--- src/rtl/pfd_pkg.sv ---
package pfd_pkg;

  typedef enum logic [1:0] {
    PH_IDLE = 2'd0,
    PH_UP   = 2'd1,
    PH_DN   = 2'd2,
    PH_RST  = 2'd3
  } phState_t;

  // strobes from the control FSM to the output datapath
  typedef struct packed {
    logic upRaw;     // up direction requested by detector
    logic dnRaw;     // down direction requested by detector
    logic oneSided;  // exactly one direction pending this cycle
    logic cmpDone;   // a comparison closed on the previous edge
  } pfdStrobe_t;

endpackage

--- src/rtl/pfd_control.sv ---
module pfd_control
  import pfd_pkg::*;
#(
  parameter int DELAY_W = 3
) (
  input  logic               clk,
  input  logic               rstN,
  input  logic               refIn,
  input  logic               fbIn,
  input  logic [DELAY_W-1:0] resetDelay,
  output pfdStrobe_t         strobe
);

  logic refPrev, fbPrev;
  logic refEdge, fbEdge;
  phState_t state, stateNxt;
  logic [DELAY_W-1:0] delayCnt, delayCntNxt;
  logic closeEvt, cmpDoneQ;
  logic delayZero;

  assign refEdge   = refIn & ~refPrev;
  assign fbEdge    = fbIn & ~fbPrev;
  assign delayZero = (resetDelay == '0);

  always_ff @(posedge clk or negedge rstN) begin
    if (!rstN) begin
      refPrev <= 1'b0;
      fbPrev  <= 1'b0;
    end else begin
      refPrev <= refIn;
      fbPrev  <= fbIn;
    end
  end

  always_comb begin
    stateNxt    = state;
    delayCntNxt = delayCnt;
    closeEvt    = 1'b0;
    unique case (state)
      PH_IDLE: begin
        if (refEdge && fbEdge) begin
          closeEvt    = 1'b1;
          stateNxt    = delayZero ? PH_IDLE : PH_RST;
          delayCntNxt = resetDelay;
        end else if (refEdge) begin
          stateNxt = PH_UP;
        end else if (fbEdge) begin
          stateNxt = PH_DN;
        end
      end
      PH_UP: begin
        if (fbEdge) begin
          closeEvt    = 1'b1;
          stateNxt    = delayZero ? PH_IDLE : PH_RST;
          delayCntNxt = resetDelay;
        end
      end
      PH_DN: begin
        if (refEdge) begin
          closeEvt    = 1'b1;
          stateNxt    = delayZero ? PH_IDLE : PH_RST;
          delayCntNxt = resetDelay;
        end
      end
      PH_RST: begin
        if (delayCnt <= DELAY_W'(1)) begin
          stateNxt    = PH_IDLE;
          delayCntNxt = '0;
        end else begin
          delayCntNxt = delayCnt - DELAY_W'(1);
        end
      end
      default: stateNxt = PH_IDLE;
    endcase
  end

  always_ff @(posedge clk or negedge rstN) begin
    if (!rstN) begin
      state    <= PH_IDLE;
      delayCnt <= '0;
      cmpDoneQ <= 1'b0;
    end else begin
      state    <= stateNxt;
      delayCnt <= delayCntNxt;
      cmpDoneQ <= closeEvt;
    end
  end

  always_comb begin
    strobe.upRaw    = (state == PH_UP) || (state == PH_RST);
    strobe.dnRaw    = (state == PH_DN) || (state == PH_RST);
    strobe.oneSided = (state == PH_UP) || (state == PH_DN);
    strobe.cmpDone  = cmpDoneQ;
  end

endmodule

--- src/rtl/pfd_lock_mon.sv ---
module pfd_lock_mon #(
  parameter int LOCK_COUNT = 16,
  parameter int LOCK_TOL   = 1,
  parameter int WIDTH_W    = 8
) (
  input  logic clk,
  input  logic rstN,
  input  logic oneSided,
  input  logic cmpDone,
  output logic lockFlag
);

  localparam int LOCK_W = $clog2(LOCK_COUNT + 1);
  localparam logic [WIDTH_W-1:0] WIDTH_MAX = '1;

  logic [WIDTH_W-1:0] widthCnt;
  logic [LOCK_W-1:0]  tightRun;
  logic               tight;

  assign tight = (widthCnt <= WIDTH_W'(LOCK_TOL));

  always_ff @(posedge clk or negedge rstN) begin
    if (!rstN) begin
      widthCnt <= '0;
      tightRun <= '0;
    end else begin
      if (cmpDone) begin
        widthCnt <= '0;
        if (!tight)
          tightRun <= '0;
        else if (tightRun != LOCK_W'(LOCK_COUNT))
          tightRun <= tightRun + LOCK_W'(1);
      end else if (oneSided && widthCnt != WIDTH_MAX) begin
        widthCnt <= widthCnt + WIDTH_W'(1);
      end
    end
  end

  assign lockFlag = (tightRun == LOCK_W'(LOCK_COUNT));

endmodule

--- src/rtl/pfd_datapath.sv ---
module pfd_datapath
  import pfd_pkg::*;
#(
  parameter int LOCK_COUNT = 16,
  parameter int LOCK_TOL   = 1
) (
  input  logic       clk,
  input  logic       rstN,
  input  pfdStrobe_t strobe,
  input  logic       upEnable,
  input  logic       dnEnable,
  input  logic       forceUp,
  input  logic       forceDn,
  input  logic       forceMid,
  output logic       pumpUp,
  output logic       pumpDn,
  output logic       midRequest,
  output logic       lockFlag
);

  logic upNxt, dnNxt, midNxt;
  logic midSel;

  assign midSel = forceMid || (forceUp && forceDn);

  // priority: mid, then single force, then enables over detector
  always_comb begin
    midNxt = 1'b0;
    if (midSel) begin
      upNxt  = 1'b0;
      dnNxt  = 1'b0;
      midNxt = 1'b1;
    end else if (forceUp) begin
      upNxt = 1'b1;
      dnNxt = 1'b0;
    end else if (forceDn) begin
      upNxt = 1'b0;
      dnNxt = 1'b1;
    end else begin
      upNxt = strobe.upRaw && upEnable;
      dnNxt = strobe.dnRaw && dnEnable;
    end
  end

  always_ff @(posedge clk or negedge rstN) begin
    if (!rstN) begin
      pumpUp     <= 1'b0;
      pumpDn     <= 1'b0;
      midRequest <= 1'b0;
    end else begin
      pumpUp     <= upNxt;
      pumpDn     <= dnNxt;
      midRequest <= midNxt;
    end
  end

  pfd_lock_mon #(
    .LOCK_COUNT(LOCK_COUNT),
    .LOCK_TOL  (LOCK_TOL),
    .WIDTH_W   (8)
  ) lockMon_i (
    .clk     (clk),
    .rstN    (rstN),
    .oneSided(strobe.oneSided),
    .cmpDone (strobe.cmpDone),
    .lockFlag(lockFlag)
  );

endmodule

--- src/rtl/phase_comparator.sv ---
module phase_comparator
  import pfd_pkg::*;
#(
  parameter int DELAY_W    = 3,
  parameter int LOCK_COUNT = 16,
  parameter int LOCK_TOL   = 1
) (
  input  logic               clk,
  input  logic               rstN,
  input  logic               refIn,
  input  logic               fbIn,
  input  logic [DELAY_W-1:0] resetDelay,
  input  logic               upEnable,
  input  logic               dnEnable,
  input  logic               forceUp,
  input  logic               forceDn,
  input  logic               forceMid,
  output logic               pumpUp,
  output logic               pumpDn,
  output logic               midRequest,
  output logic               lockFlag
);

  pfdStrobe_t strobe;

  pfd_control #(.DELAY_W(DELAY_W)) control_i (
    .clk       (clk),
    .rstN      (rstN),
    .refIn     (refIn),
    .fbIn      (fbIn),
    .resetDelay(resetDelay),
    .strobe    (strobe)
  );

  pfd_datapath #(
    .LOCK_COUNT(LOCK_COUNT),
    .LOCK_TOL  (LOCK_TOL)
  ) datapath_i (
    .clk       (clk),
    .rstN      (rstN),
    .strobe    (strobe),
    .upEnable  (upEnable),
    .dnEnable  (dnEnable),
    .forceUp   (forceUp),
    .forceDn   (forceDn),
    .forceMid  (forceMid),
    .pumpUp    (pumpUp),
    .pumpDn    (pumpDn),
    .midRequest(midRequest),
    .lockFlag  (lockFlag)
  );

endmodule

--- config.mk ---
export PLATFORM = sky130hd
export DESIGN_NAME = phase_comparator
export DESIGN_NICKNAME = d
export VERILOG_FILES = /design/src/rtl/pfd_pkg.sv /design/src/rtl/pfd_control.sv /design/src/rtl/pfd_lock_mon.sv /design/src/rtl/pfd_datapath.sv /design/src/rtl/phase_comparator.sv
export SDC_FILE = /design/constraint.sdc
export NUM_CORES = 1
export LEC_CHECK = 0
export BUFFER_PORTS_ARGS = -buffer_cell sky130_fd_sc_hd__buf_2
export CAP_MARGIN = 20
export CORE_UTILIZATION = 30
export DETAILED_ROUTE_END_ITERATION = 7
export GPL_ROUTABILITY_DRIVEN = 0
export MAX_ROUTING_LAYER = met4
export PLACE_DENSITY_LB_ADDON = 0.15
export SLEW_MARGIN = 20
export SYNTH_ARGS = -nofsm -noshare
export SYNTH_HDL_FRONTEND = slang
export SYNTH_SLANG_ARGS = --single-unit
--- constraint.sdc ---
create_clock -name clk -period 1.9 [get_ports clk]
set_input_delay 0.19 -clock clk [delete_from_list [all_inputs] [get_ports clk]]
set_output_delay 0.19 -clock clk [all_outputs]
set_load 0.01 [all_outputs]
==> results of run 1 <==
-- layout by cell type, fill, tap and decap left out, types with 2 or more instances in the layout --
cell type / n
sky130_fd_sc_hd__a211oi_1: 6
sky130_fd_sc_hd__a21oi_1: 7
sky130_fd_sc_hd__a2bb2oi_1: 3
sky130_fd_sc_hd__and3_1: 3
sky130_fd_sc_hd__buf_2: 15
sky130_fd_sc_hd__buf_4: 7
sky130_fd_sc_hd__clkbuf_8: 3
sky130_fd_sc_hd__dfrtp_1: 24
sky130_fd_sc_hd__ha_1: 12
sky130_fd_sc_hd__inv_1: 16
sky130_fd_sc_hd__mux2i_1: 5
sky130_fd_sc_hd__nand2_1: 4
sky130_fd_sc_hd__nand2b_1: 4
sky130_fd_sc_hd__nand3_1: 6
sky130_fd_sc_hd__nand3b_1: 2
sky130_fd_sc_hd__nand4_1: 3
sky130_fd_sc_hd__nor2_1: 9
sky130_fd_sc_hd__nor3_1: 4
sky130_fd_sc_hd__nor3b_1: 2
sky130_fd_sc_hd__o21ai_0: 8
sky130_fd_sc_hd__o21ai_2: 2
sky130_fd_sc_hd__o41ai_1: 2
sky130_fd_sc_hd__xor2_1: 2
-- flip-flops by register name (all words and copies together) (netlist names) --
register and count:
datapath_i.lockMon_i.widthCnt 8, control_i.delayCnt 3, datapath_i.pumpDn 1, control_i.state 2
datapath_i.lockMon_i.tightRun 5, control_i.refPrev 1, datapath_i.midRequest 1, datapath_i.pumpUp 1
control_i.cmpDoneQ 1, control_i.fbPrev 1
-- area by class of cell --
cell class,count,area share
flip-flops and latches,24,0.3587
repair buffers,23,0.08221
clock buffers,3,0.02466
well taps,52,0.03886
clock inverters,1,0.01794
multi-input cells,102,0.4417
inverters,16,0.03587
-- per-layer routing --
layer / track usage / wire (um)
met5: - / 0
met4: 0.04889 / 77
met3: 0.03463 / 83
met2: 0.2317 / 1507
met1: 0.1535 / 1309
-- worst max-delay path, delay by kind of cell, from the launching register on --
family | cells | cell delay, ns
DFF | 1 | 0.39
and+or+nand+nor | 3 | 1.31
AOI/OAI and AO/OA | 1 | 0.12
-- logic make-up after synthesis --
kind of cell / after synthesis / share of synthesized area
buf+inv: 17 / 0.04570
fa+ha+maj: 12 / 0.1075
xor+xnor: 3 / 0.01882
compound gates: 37 / 0.1730
simple gates: 45 / 0.1891
mux: 5 / 0.03584
flops: 24 / 0.4301
-- repair_timing --
action | CTS | global route
hold buffers | 1 | 0
pin swaps | 1 | 0
endpoints found under the hold margin | 24 | 0
endpoints found under the setup margin | 1 | 3
gates resized for setup | 1 | 1
setup buffers | 0 | 2
-- path summary, 6_finish.rpt --
| kind | startpoint | slack (ns) | cells past startpoint | to |
|---|---|---|---|---|
| setup / recovery | datapath_i.lockMon_i.widthCnt[3]$_DFFE_PN0P_ | 0.005 | 4 | datapath_i.lockMon_i.tightRun[0]$_DFFE_PN0P_ |
| hold / removal | fbIn | 0.04 | 1 | control_i.fbPrev$_DFF_PN0_ |
| setup reg to reg | datapath_i.lockMon_i.widthCnt[3]$_DFFE_PN0P_ | 0.005 | 4 | datapath_i.lockMon_i.tightRun[0]$_DFFE_PN0P_ |
| hold reg to reg | datapath_i.lockMon_i.tightRun[4]$_DFFE_PN0P_ | 0.53 | 1 | datapath_i.lockMon_i.tightRun[4]$_DFFE_PN0P_ |
| max in group asynchronous | rstN | 1.09 | 2 | control_i.refPrev$_DFF_PN0_ |
| min in group asynchronous | rstN | 0.44 | 2 | datapath_i.lockMon_i.tightRun[4]$_DFFE_PN0P_ |
-- stage by stage --
stage / cells / setup WS, ns / total power, W / utilization / cell area, sq um
floorplan: 143 / 0.02333 / 0.001558 / - / 1396
global placement: 214 / 0.04566 / 0.001802 / 0.3557 / 1570
detailed placement: 214 / 0.007708 / 0.001856 / 0.3557 / 1570
CTS: 219 / 0.001038 / 0.002320 / 0.3750 / 1655
global route: 221 / -0.05075 / 0.002552 / 0.3793 / 1674
finish: 221 / 0.005257 / 0.002342 / 0.3793 / 1674
-- power by group --
group          switching [W]  internal (W)  total (W)
Clock               0.000167      0.000282   0.000448
Sequential          0.000140      0.000653   0.000793
Combinational       0.000573      0.000527    0.00110
==> results.rst, run 1 <==
.. list-table::
   :header-rows: 1

   * - Metric
     - Value
   * - Area taken by multi-input logic gates
     - 739.5 sq um
   * - Synthesis warning total
     - 0
   * - Outcome
     - finished clean
   * - Largest net degree at the start of global routing
     - 25
   * - Leakage power
     - 0.7901 nW
   * - Top-count cell post-synth
     - sky130_fd_sc_hd__dfrtp_1
   * - Worst max-slew margin expressed relative to the limit
     - 0.6318
   * - Die outline width
     - 70.23 um
   * - DPL Wire Length
     - 2288 um
   * - RSZ-0062 raised after global routing
     - true
   * - Sequential Area
     - 600.6 sq um
   * - Core ar.
     - 0.004414 sq mm
   * - Share of synthesized registers carrying an async set or reset
     - 1.000
   * - Area growth from synthesis to layout
     - 19.89%
   * - Unique masters post-synth
     - 38
   * - Clock network latency to the later pin of the worst-skew pair
     - 0.27 ns
   * - Post-synthesis area per instance
     - 9.765 sq um
   * - WL per Instance
     - 13.48 um
   * - Maximum clock path buffer count
     - 2
   * - Synthesized cell area
     - 0.001396 sq mm
   * - Synth area leader
     - sky130_fd_sc_hd__dfrtp_1
   * - Slowest stage cell, crit path
     - sky130_fd_sc_hd__or4_4
   * - Fraction of the yosys area taken by sequential cells
     - 0.4301
   * - TritonCTS Buffers
     - 3
   * - Cell row count
     - 24
   * - Gate count after technology mapping
     - 143
   * - Ranking of synthesized cells by instance count
     - 24 x sky130_fd_sc_hd__dfrtp_1, 16 x sky130_fd_sc_hd__inv_1, 12 x sky130_fd_sc_hd__ha_1
   * - Worst setup path category
     - reg -> reg
   * - Fraction of post-synthesis cell area in the top cell type by area
     - 0.4301
   * - Mean number of vias per cell
     - 5.158
   * - Filler cells
     - 448
   * - Cell breakdown of the critical path
     - or4_4 > or3_4 > or3b_4 > o21ai_1
   * - Final slew viol count
     - 0
   * - Nature of the critical path startpoint
     - flip-flop
   * - Max Fclk
     - 527.8 MHz
   * - Number of antenna violations at the first check in global routing
     - 0
   * - Period utilisation layout
     - 0.9972
   * - Number of global-route vias before repair
     - 1180
   * - Grt total ovfl
     - 0
   * - Aggregate negative setup slack
     - 0 ns
   * - Clock slew at the register clock pins of the worst setup and hold paths
     - 0.09 ns
   * - Root buffer selected by CTS
     - sky130_fd_sc_hd__clkbuf_8
   * - Final routed wirelength across all metal layers
     - 2978 um
   * - Arrival time of data at the critical path endpoint
     - 2.10 ns
   * - Initial standard-cell utilization of the core
     - 0.3163
   * - Delay of the slowest cell on the worst path
     - 0.54 ns
   * - Total via count after detailed routing
     - 1140
   * - Number of port buffers
     - 15
   * - Data required time at the worst endpoint
     - 2.10 ns
   * - Initial drt markers
     - 63
   * - Ant. Diodes
     - 0
   * - Pre-Repair DR Iteration Count
     - 4
   * - Largest voltage drop on the vdd net
     - 615.7 uV
   * - Power density normalized to cell area
     - 1399 mW/mm^2
   * - Count of max-cap constraint violations
     - 0
   * - Count of flip-flops with a built-in enable after synthesis
     - 0
   * - Number of endpoints failing setup at the final stage
     - 0
   * - Leading register cell type out of synthesis
     - sky130_fd_sc_hd__dfrtp_1
   * - Global-route wire length before repair
     - 5216 um
   * - CTS H-tree lvls
     - 1
   * - Global router's overall resource usage
     - 0.1361
   * - Die Ht
     - 70.23 um
   * - Slew @ Worst Pin
     - 0.5523 ns
   * - TritonCTS clock tree
     - yes
   * - Post-synthesis sequential element count
     - 24
   * - Number of nets at the end of the flow
     - 194
   * - Cell types with the largest area share after synthesis
     - sky130_fd_sc_hd__dfrtp_1 43%, sky130_fd_sc_hd__ha_1 11%, sky130_fd_sc_hd__inv_1 4.3%
   * - Final worst hold slack
     - 0.04325 ns
   * - I/O pin cnt
     - 16
   * - Setup Skew
     - 0.004911 ns
   * - Net Count, Synth
     - 167
   * - Final hold violations
     - 0
   * - Die footprint
     - 0.004932 sq mm
   * - # clock sinks
     - 24
   * - Top fanout value on the critical path
     - 4
   * - Category of the worst setup path capture point
     - flip-flop
   * - Share of final-layout standard cells stronger than drive strength 1
     - 0.1953
   * - DRC errors left
     - 0
   * - Detail Route Antenna Nets
     - 0
   * - Min Tclk post-route
     - 1.895 ns
   * - Path class of the lowest-slack min-delay path
     - in -> reg
(Power assumes the default switching activity.)
==> inputs of run 2 (changes only) <==
--- a/config.mk
+++ b/config.mk
@@ -10,9 +10,9 @@
 export CORE_UTILIZATION = 30
 export DETAILED_ROUTE_END_ITERATION = 7
 export GPL_ROUTABILITY_DRIVEN = 0
+export HOLD_SLACK_MARGIN = 0.15
 export MAX_ROUTING_LAYER = met4
 export PLACE_DENSITY_LB_ADDON = 0.15
-export SLEW_MARGIN = 20
 export SYNTH_ARGS = -nofsm -noshare
 export SYNTH_HDL_FRONTEND = slang
 export SYNTH_SLANG_ARGS = --single-unit
==> results.rst, run 2 (synthesized netlist as in run 1, its figures left out) <==
.. list-table::
   :header-rows: 1

   * - Metric
     - Value
   * - Cell row count
     - 24 (unchanged)
   * - Clock share of power
     - 0.191 (about the same)
   * - Outcome
     - finished clean
   * - TritonCTS Buffers
     - 3 (unchanged)
   * - # clock sinks
     - 24 (unchanged)
   * - Period utilisation layout
     - 0.9972 (about the same)
   * - Largest voltage drop on the vdd net
     - 616.2 uV (about the same)
   * - Number of nets at the end of the flow
     - 201 (+3.6%)
   * - Register containing the most flip-flops in the final layout
     - datapath_i.lockMon_i.widthCnt
   * - Area growth from synthesis to layout
     - 25.27%
   * - Cell-internal power
     - 0.001473 W (+0.81%)
   * - Largest net degree at the start of global routing
     - 25 (unchanged)
   * - Detail Route Antenna Nets
     - 0 (unchanged)
   * - I/O pin cnt
     - 16 (unchanged)
   * - Mean number of vias per cell
     - 5.145 (-0.26%)
   * - DPL Wire Length
     - 2288 um (unchanged)
   * - Category of the worst setup path capture point
     - flip-flop
   * - Die outline width
     - 70.23 um (unchanged)
   * - Number of global-route vias before repair
     - 1209 (+2.5%)
   * - Total via count after detailed routing
     - 1173 (+2.9%)
   * - Nature of the critical path startpoint
     - flip-flop
   * - RSZ-0062 raised after global routing
     - true
   * - Setup Skew
     - 0.005508 ns (+0.0005970 ns)
   * - Core ar.
     - 0.004414 sq mm (unchanged)
   * - Post-Layout Inst Area
     - 0.001749 sq mm (+4.5%)
   * - Instance area after placement
     - 0.001570 sq mm (unchanged)
   * - Worst max-slew margin expressed relative to the limit
     - 0.6301 (-0.001635)
   * - Pre-Repair DR Iteration Count
     - 4 (unchanged)
   * - Final worst hold slack
     - 0.2382 ns (+0.1949 ns)
   * - Aggregate negative setup slack
     - 0 ns (unchanged)
   * - Die footprint
     - 0.004932 sq mm (unchanged)
   * - Clock network latency to the later pin of the worst-skew pair
     - 0.27 ns (about the same)
   * - Grt total ovfl
     - 0 (unchanged)
   * - Data required time at the worst endpoint
     - 2.10 ns (about the same)
   * - Initial standard-cell utilization of the core
     - 0.3163 (unchanged)
   * - Initial drt markers
     - 66 (+4.8%)
   * - Worst setup path category
     - reg -> reg
   * - Number of endpoints failing setup at the final stage
     - 0 (unchanged)
   * - Registers with the most flip-flops
     - datapath_i.lockMon_i.widthCnt (8), datapath_i.lockMon_i.tightRun (5), control_i.delayCnt (3)
   * - Count of max-cap constraint violations
     - 0 (unchanged)
   * - Arrival time of data at the critical path endpoint
     - 2.10 ns (about the same)
   * - Ant. Diodes
     - 0 (unchanged)
   * - Most frequent standard cell in the layout excluding fill and tap cells
     - sky130_fd_sc_hd__dfrtp_1
   * - Final routed wirelength across all metal layers
     - 3062 um (+2.8%)
   * - Global-route wire length before repair
     - 5347 um (+2.5%)
   * - Commonest cells after routing, fill and taps aside
     - 24 x sky130_fd_sc_hd__dfrtp_1, 16 x sky130_fd_sc_hd__inv_1, 15 x sky130_fd_sc_hd__buf_2, 12 x sky130_fd_sc_hd__ha_1, 9 x sky130_fd_sc_hd__nor2_1
   * - Final slew viol count
     - 0 (unchanged)
   * - Flip-flop count of the largest register after layout
     - 8 (unchanged)
   * - Slew @ Worst Pin
     - 0.5548 ns (+0.002453 ns)
   * - Die Ht
     - 70.23 um (unchanged)
   * - Leakage power
     - 0.8241 nW (+4.3%)
   * - Top fanout value on the critical path
     - 4 (unchanged)
   * - Max Fclk
     - 527.8 MHz (about the same)
   * - Root buffer selected by CTS
     - sky130_fd_sc_hd__clkbuf_8
   * - Number of antenna violations at the first check in global routing
     - 0 (unchanged)
   * - CTS H-tree lvls
     - 1 (unchanged)
   * - Clock slew at the register clock pins of the worst setup and hold paths
     - 0.09 ns (about the same)
   * - Switching pwr
     - 0.0008858 W (+0.64%)
   * - Global router's overall resource usage
     - 0.1395 (+0.003449)
   * - Seq pwr share
     - 0.336 (-0.003)
   * - DRC errors left
     - 0 (unchanged)
   * - Switching share of power
     - 0.3755 (-0.0003996)
   * - TritonCTS clock tree
     - yes
   * - Number of port buffers
     - 15 (unchanged)
   * - Proportion of power drawn by combinational gates
     - 0.473 (+0.003)
   * - Min Tclk post-route
     - 1.895 ns (-0.00006972 ns)
   * - Final hold violations
     - 0 (unchanged)
   * - Path class of the lowest-slack min-delay path
     - in -> reg
   * - Share of final-layout standard cells stronger than drive strength 1
     - 0.1932 (-0.002084)
   * - Power density normalized to cell area
     - 1349 mW/mm^2 (-3.6%)
   * - Maximum clock path buffer count
     - 2 (unchanged)
   * - WL per Instance
     - 13.43 um (-0.34%)
==> run 2: changes by cell type in the layout (fill, tap and decap cells not counted), sizes merged <==
cell	delta
dlygate4sd3	+7
==> run 2: critical path: stages, from the launching register on <==
cell and delay (ns):
sky130_fd_sc_hd__dfrtp_1 0.39, sky130_fd_sc_hd__or4_4 0.54, sky130_fd_sc_hd__or3_4 0.36, sky130_fd_sc_hd__or3b_4 0.41, sky130_fd_sc_hd__o21ai_1 0.12
==> run 2: per-layer routing <==
metal	GRT usage	up-vias	routed length [um]	share of wire
met1	0.1562	571	1329	0.43
met3	0.03463	6	86	0.028
met2	0.2402	18	1568	0.51
met4	0.04889	0	77	0.025
met5	-	-	0	0
li1	-	578	-	-
==> run 2: what timing repair did <==
item,in CTS,in global routing
hold buffers,8,0
endpoints found under the hold margin,29,0
endpoints found under the setup margin,1,4
pin swaps,1,0
buffers inserted,0,2
gates cloned,0,0
resized for setup,1,2
==> run 2: power groups by stage <==
stage / registers (W) / clock network (W) / logic [W]
after floorplan: 0.000766 / 0 / 0.000792
after global placement: 0.000791 / 0 / 0.00101
after detailed placement: 0.000804 / 0 / 0.00105
after CTS: 0.000794 / 0.000466 / 0.00107
after global routing: 0.000822 / 0.000483 / 0.00126
final: 0.000793 / 0.000450 / 0.00112
==> run 2: area by class of cell <==
type | instances | area [sq um]
Sequential cell | 24 | 600.6
Clock inverter | 1 | 30.03
Clock buffer | 3 | 41.29
Inverter | 16 | 60.06
Fill cell | 443 | 2665
Multi-Input combinational cell | 102 | 744.5
Tap cell | 52 | 65.06
Timing Repair Buffer | 30 | 207.7
==> run 2: worst paths after layout <==
| check | startpoint | endpoint | slack, ns | cells past startpoint |
|---|---|---|---|---|
| setup / recovery | datapath_i.lockMon_i.widthCnt[3]$_DFFE_PN0P_ | datapath_i.lockMon_i.tightRun[0]$_DFFE_PN0P_ | 0.005 | 4 |
| hold / removal | resetDelay[2] | control_i.delayCnt[2]$_DFFE_PN0P_ | 0.24 | 3 |
| setup reg to reg | datapath_i.lockMon_i.widthCnt[3]$_DFFE_PN0P_ | datapath_i.lockMon_i.tightRun[0]$_DFFE_PN0P_ | 0.005 | 4 |
| hold reg to reg | datapath_i.lockMon_i.tightRun[4]$_DFFE_PN0P_ | datapath_i.lockMon_i.tightRun[4]$_DFFE_PN0P_ | 0.53 | 1 |
| max in group asynchronous | rstN | control_i.refPrev$_DFF_PN0_ | 1.09 | 2 |
| min in group asynchronous | rstN | datapath_i.lockMon_i.tightRun[4]$_DFFE_PN0P_ | 0.44 | 2 |
==> run 2: through the flow <==
stage | utilization | cells | total power (W) | worst slack, ns
floorplan | - | 143 | 0.001558 | 0.02333
detailed placement | 0.3557 | 214 | 0.001856 | 0.007708
finish | 0.3963 | 228 | 0.002359 | 0.005327
global route | 0.3963 | 228 | 0.002570 | -0.05075
global placement | 0.3557 | 214 | 0.001802 | 0.04566
CTS | 0.3909 | 226 | 0.002333 | 0.001038
